`config.mk`:
```
export PLATFORM = sky130hd
export DESIGN_NAME = seeprom_ctrl
export DESIGN_NICKNAME = d
export VERILOG_FILES = /design/src/rtl/seeprom_pkg.sv /design/src/rtl/seeprom_ctrl.sv
export SDC_FILE = /design/constraint.sdc
export NUM_CORES = 1
export LEC_CHECK = 0
export ABC_AREA = 1
export BUFFER_PORTS_ARGS = -buffer_cell sky130_fd_sc_hd__buf_2
export CAP_MARGIN = 10
export CORE_ASPECT_RATIO = 0.9
export CORE_MARGIN = 10
export CORE_UTILIZATION = 52
export DETAILED_ROUTE_END_ITERATION = 8
export GPL_ROUTABILITY_DRIVEN = 0
export HOLD_SLACK_MARGIN = 0.03
export MAX_ROUTING_LAYER = met4
export PLACE_DENSITY = 0.77
export RECOVER_POWER = 100
export SYNTH_ARGS = -nofsm -noshare
export SYNTH_HDL_FRONTEND = slang
export SYNTH_SLANG_ARGS = --single-unit
```
`constraint.sdc`:
```
create_clock -name clk -period 2.1 [get_ports clk]
set_clock_uncertainty 0.1 [all_clocks]
set_input_delay 0.525 -clock clk [delete_from_list [all_inputs] [get_ports clk]]
set_output_delay 0.525 -clock clk [all_outputs]
set_load 0.01 [all_outputs]
```
`src/rtl/seeprom_pkg.sv`:
```
package seeprom_pkg;

  typedef struct packed {
    logic shiftIn;    // capture diIn into the input shift register
    logic loadRead;   // load the read word and drive the dummy zero
    logic shiftOut;   // advance the read word by one bit
    logic progStart;  // begin a self-timed change of the array
    logic progAll;    // the change targets every word
    logic progErase;  // the change sets bits to one
  } strobe_t;

  typedef enum logic [1:0] {
    DO_ZERO,
    DO_DATA,
    DO_STATUS
  } do_sel_t;

  typedef enum logic [2:0] {
    ST_IDLE,
    ST_CMD,
    ST_DECODE,
    ST_DATA,
    ST_COMMIT,
    ST_READ,
    ST_DONE
  } ctrl_state_t;

  localparam logic [1:0] OP_SPECIAL = 2'b00;
  localparam logic [1:0] OP_WRITE   = 2'b01;
  localparam logic [1:0] OP_READ    = 2'b10;
  localparam logic [1:0] OP_ERASE   = 2'b11;

  localparam logic [1:0] SUB_LOCK   = 2'b00;
  localparam logic [1:0] SUB_FILL   = 2'b01;
  localparam logic [1:0] SUB_CLEAR  = 2'b10;
  localparam logic [1:0] SUB_UNLOCK = 2'b11;

endpackage

```
`src/rtl/seeprom_ctrl.sv`:
```
module seeprom_ctrl
  import seeprom_pkg::*;
#(
  parameter int ADDR_W = 6,
  parameter int DATA_W = 16
) (
  input  logic                   clk,
  input  logic                   rstN,
  input  logic                   csIn,
  input  logic                   skIn,
  input  logic                   diIn,
  input  logic                   busy,
  input  logic [ADDR_W+1:0]      cmdWord,
  output strobe_t                strb,
  output do_sel_t                doSel
);

  localparam int CMD_BITS = ADDR_W + 2;
  localparam int CNT_W    = $clog2(CMD_BITS + DATA_W);

  ctrl_state_t      state;
  logic [CNT_W-1:0] bitCnt;
  logic             skPrev;
  logic             csPrev;
  logic             progEnable;
  logic             statusMode;
  logic             readPhase;
  logic             isAll;

  logic             skRise;
  logic [1:0]       opCode;
  logic [1:0]       subCode;

  assign skRise  = skIn & ~skPrev;
  assign opCode  = cmdWord[CMD_BITS-1 -: 2];
  assign subCode = cmdWord[ADDR_W-1 -: 2];

  always_comb begin
    strb = '0;
    if (csIn) begin
      case (state)
        ST_CMD, ST_DATA: strb.shiftIn = skRise;
        ST_READ:         strb.shiftOut = skRise;
        ST_DECODE: begin
          if (opCode == OP_READ) begin
            strb.loadRead = 1'b1;
          end else if (opCode == OP_ERASE && progEnable) begin
            strb.progStart = 1'b1;
            strb.progErase = 1'b1;
          end else if (opCode == OP_SPECIAL && subCode == SUB_CLEAR && progEnable) begin
            strb.progStart = 1'b1;
            strb.progErase = 1'b1;
            strb.progAll   = 1'b1;
          end
        end
        ST_COMMIT: begin
          if (progEnable) begin
            strb.progStart = 1'b1;
            strb.progAll   = isAll;
          end
        end
        default: ;
      endcase
    end
  end

  always_comb begin
    if (statusMode)     doSel = DO_STATUS;
    else if (readPhase) doSel = DO_DATA;
    else                doSel = DO_ZERO;
  end

  always_ff @(posedge clk) begin
    if (!rstN) begin
      state      <= ST_IDLE;
      bitCnt     <= '0;
      skPrev     <= 1'b0;
      csPrev     <= 1'b0;
      progEnable <= 1'b0;
      statusMode <= 1'b0;
      readPhase  <= 1'b0;
      isAll      <= 1'b0;
    end else begin
      skPrev <= skIn;
      csPrev <= csIn;
      if (!csIn) begin
        state      <= ST_IDLE;
        bitCnt     <= '0;
        statusMode <= 1'b0;
        readPhase  <= 1'b0;
      end else begin
        if (!csPrev && busy) statusMode <= 1'b1;
        case (state)
          ST_IDLE: begin
            if (skRise && diIn && !busy) begin
              state      <= ST_CMD;
              bitCnt     <= '0;
              statusMode <= 1'b0;
            end
          end
          ST_CMD: begin
            if (skRise) begin
              if (bitCnt == CNT_W'(CMD_BITS - 1)) state <= ST_DECODE;
              else bitCnt <= bitCnt + 1'b1;
            end
          end
          ST_DECODE: begin
            bitCnt <= '0;
            state  <= ST_DONE;
            case (opCode)
              OP_READ: begin
                state     <= ST_READ;
                readPhase <= 1'b1;
              end
              OP_WRITE: begin
                state <= ST_DATA;
                isAll <= 1'b0;
              end
              OP_SPECIAL: begin
                case (subCode)
                  SUB_UNLOCK: progEnable <= 1'b1;
                  SUB_LOCK:   progEnable <= 1'b0;
                  SUB_FILL: begin
                    state <= ST_DATA;
                    isAll <= 1'b1;
                  end
                  default: ;
                endcase
              end
              default: ;
            endcase
          end
          ST_DATA: begin
            if (skRise) begin
              if (bitCnt == CNT_W'(DATA_W - 1)) state <= ST_COMMIT;
              else bitCnt <= bitCnt + 1'b1;
            end
          end
          ST_COMMIT: state <= ST_DONE;
          ST_READ: begin
            if (skRise) begin
              if (bitCnt == CNT_W'(DATA_W - 1)) state <= ST_DONE;
              else bitCnt <= bitCnt + 1'b1;
            end
          end
          default: ;
        endcase
      end
    end
  end

  // the array only changes while programming is unlocked
  a_r8_locked_no_prog: assert property (@(posedge clk) disable iff (!rstN)
    strb.progStart |-> progEnable);

  // no new change may begin inside a busy interval
  a_r11_no_prog_while_busy: assert property (@(posedge clk) disable iff (!rstN)
    busy |-> !strb.progStart);

  // select low returns the control to idle with no status shown
  a_r12_cs_low_idle: assert property (@(posedge clk) disable iff (!rstN)
    !csIn |=> (state == ST_IDLE && !statusMode && !readPhase));

  // status display only begins while the array is busy
  a_r10_status_needs_busy: assert property (@(posedge clk) disable iff (!rstN)
    $rose(statusMode) |-> $past(busy));

endmodule

```
==> metrics.yaml <==
p_sw_mw: 0.243
post_cts_buffers: 0
antenna_cells: 0
seq_area_frac_synth: 0.289
critical_path.n_buffers_inverters: 3
postSynthAreaPerCell_sq_um: 6.18
slowest_delay_ns: 0.15
ys.warnings.count: 0
setup_ws_ns: 0.0741
hp-class: "in -> reg"
crit_path_end_kind: "output pin"
cts.path.max_buffers: 2
n_fill_cell: 174
critical_path.cell_chain: "buf_2, inv_1, ha_1, nand2_1, nor2_2, o21ai_1, a21oi_1, buf_2"
p_int_mw: 0.423
switching_share: 0.365
grt_pass1_wl_microns: 3610
drt-initial-drc-count: 24
crit_path_frequent_cell: "buf_2"
place_inst: 197
track_usage: 0.117
htreeDepth: 1
grt_max_degree: 10
placed_area_sq_mm: 0.00108
clock_power_share: 0.223
layout_min_cycle_time_ns: 2.03
ant_nets: 0
layout_commonest_cell: "nand2_1"
area_growth_pct: 12.3
yosysUniqueCellTypes: 23
slew_headroom: 0.691
die_h_microns: 61.0
dr.pass1.iters: 4
finalCritPeriodShare: 0.965
viasPerCell: 4.95
combPwrFrac: 0.315
core_sq_mm: 0.00172
netlist_instances: 157
instances_no_fill: 200
grt_pass1_vias: 851
pwr-share-seq: 0.462
antenna_found_initial: 0
layout_common_cells: "nand2_1 (40), nor2_1 (32), inv_1 (20)"
num_vias: 990
cts_root_buf: "clkbuf_4"
fin_nets: 197
regArea_sq_um: 283
power.leakage_nw: 0.509
arrival_ns: 1.40
vdd_drop_max_mv: 0.423
grt-ovfl-total: 0
numCtsBuffers: 3
hold_slack_ns: 0.334
report.final.slew_viol_count: 0
drive_above_1_share: 0.176
rsz0062_at_grt: "true"
hpwl_microns: 1700
fin_area_sq_mm: 0.00109
synth_area_sq_um: 970
power_density_mw_per_mm2: 612
numPortBuffers: 17
multi_input_area_sq_um: 589
start_util: 0.565
die-area_sq_mm: 0.00399
top_level_ports: 22
die_w_microns: 65.5
avgRoutedWirePerCell_microns: 10.7
max_freq_ghz: 0.494
drv_cap: 0
critPathSlowestCell: "buf_2"
tightest_slew_ns: 0.462
clk_pin_slew_ns: 0.08
final_util: 0.634
power_mw: 0.666
setup_tns_ns: 0
clkLatencyLatePin_ns: 0.28
status: "completed"
setup_viol: 0
synth-seq-cells: 14
wl_microns: 2140
tritoncts: "built"
preCtsSetupSlack_ns: 0.0222
worst-setup-path-type: "in -> out"
drc: 0
crit_family: "buffers and inverters"
rows: 14
worst-path-max-fanout: 2
finalHoldViolCount: 0
critPathRequiredTime_ns: 1.47
syn-num-nets: 176
clock-sinks: 14
cp-start-kind: "input pin"
per-layer routing:
metal,vias to the layer above,wire length [microns],GRT usage
met1,434,989,0.127
met4,0,10,0.0274
li1,531,-,-
met2,23,1020,0.197
met3,2,120,0.0479
met5,-,0,-
Yosys cell counts:
cell type / n / area share
buf_4: 1 / 0.0077
inv_2: 1 / 0.0039
nand2_2: 4 / 0.026
nand2_1: 40 / 0.15
a21oi_1: 6 / 0.031
nor3b_1: 2 / 0.015
nor2_2: 1 / 0.0065
nor2_1: 33 / 0.13
o21ai_0: 8 / 0.041
a32oi_1: 1 / 0.0090
nor3_1: 5 / 0.026
o21ai_1: 1 / 0.0052
nand3_2: 2 / 0.021
or2_2: 2 / 0.013
inv_1: 21 / 0.081
dfxtp_1: 14 / 0.29
ha_1: 5 / 0.065
a21boi_0: 1 / 0.0077
nor2_8: 1 / 0.021
nand3_1: 5 / 0.026
a21o_1: 1 / 0.0077
nor2_4: 1 / 0.012
clkinv_1: 1 / 0.0039
power by group through the flow:
stage / logic [mW] / registers [mW] / clock network, mW
after floorplan: 0.188 / 0.304 / 0
after global placement: 0.224 / 0.308 / 0
after detailed placement: 0.229 / 0.309 / 0
after CTS: 0.232 / 0.304 / 0.153
after global routing: 0.248 / 0.309 / 0.167
final: 0.210 / 0.307 / 0.149
worst min-delay path, stage by stage:
cell	delay (ns)
buf_2	0.08
nand2_1	0.04
inv_1	0.04
final cells by class:
type	instances	area share
multi-input cells	119	0.541
flip-flops and latches	14	0.260
inverters	23	0.0793
repair buffers	17	0.0713
well taps	24	0.0276
clock buffers	3	0.0207
state kept, by name (all words and copies together), names as in the netlist:
name        count
progEnable      1
statusMode      1
readPhase       1
bitCnt          5
skPrev          1
state           3
isAll           1
csPrev          1
logic make-up after synthesis:
kind of cell	Yosys count	synth area share
AND/OR/NAND/NOR	96	0.448
buffers and inverters	24	0.0968
adder cells (fa/ha/maj)	5	0.0645
AO/OA/AOI/OAI	18	0.102
flip-flops	14	0.289
worst paths after layout:
check / from / to / slack, ns / depth (start not counted)
max reg2reg: bitCnt[0]$_SDFFE_PN0P_ / bitCnt[3]$_SDFFE_PN0P_ / 0.26 / 10
min: skIn / skPrev$_SDFF_PN0_ / 0.33 / 3
min reg2reg: readPhase$_SDFFE_PN0P_ / readPhase$_SDFFE_PN0P_ / 0.36 / 2
max: cmdWord[4] / strb[2] / 0.07 / 8
timing repair:
item	4_1_cts	5_1_grt
resized for setup	2	7
hold buffers	0	0
endpoints found under the hold margin	0	0
pin swaps	0	0
setup endpoints to repair	2	4
No activity file was read; power rests on OpenSTA's default activity.
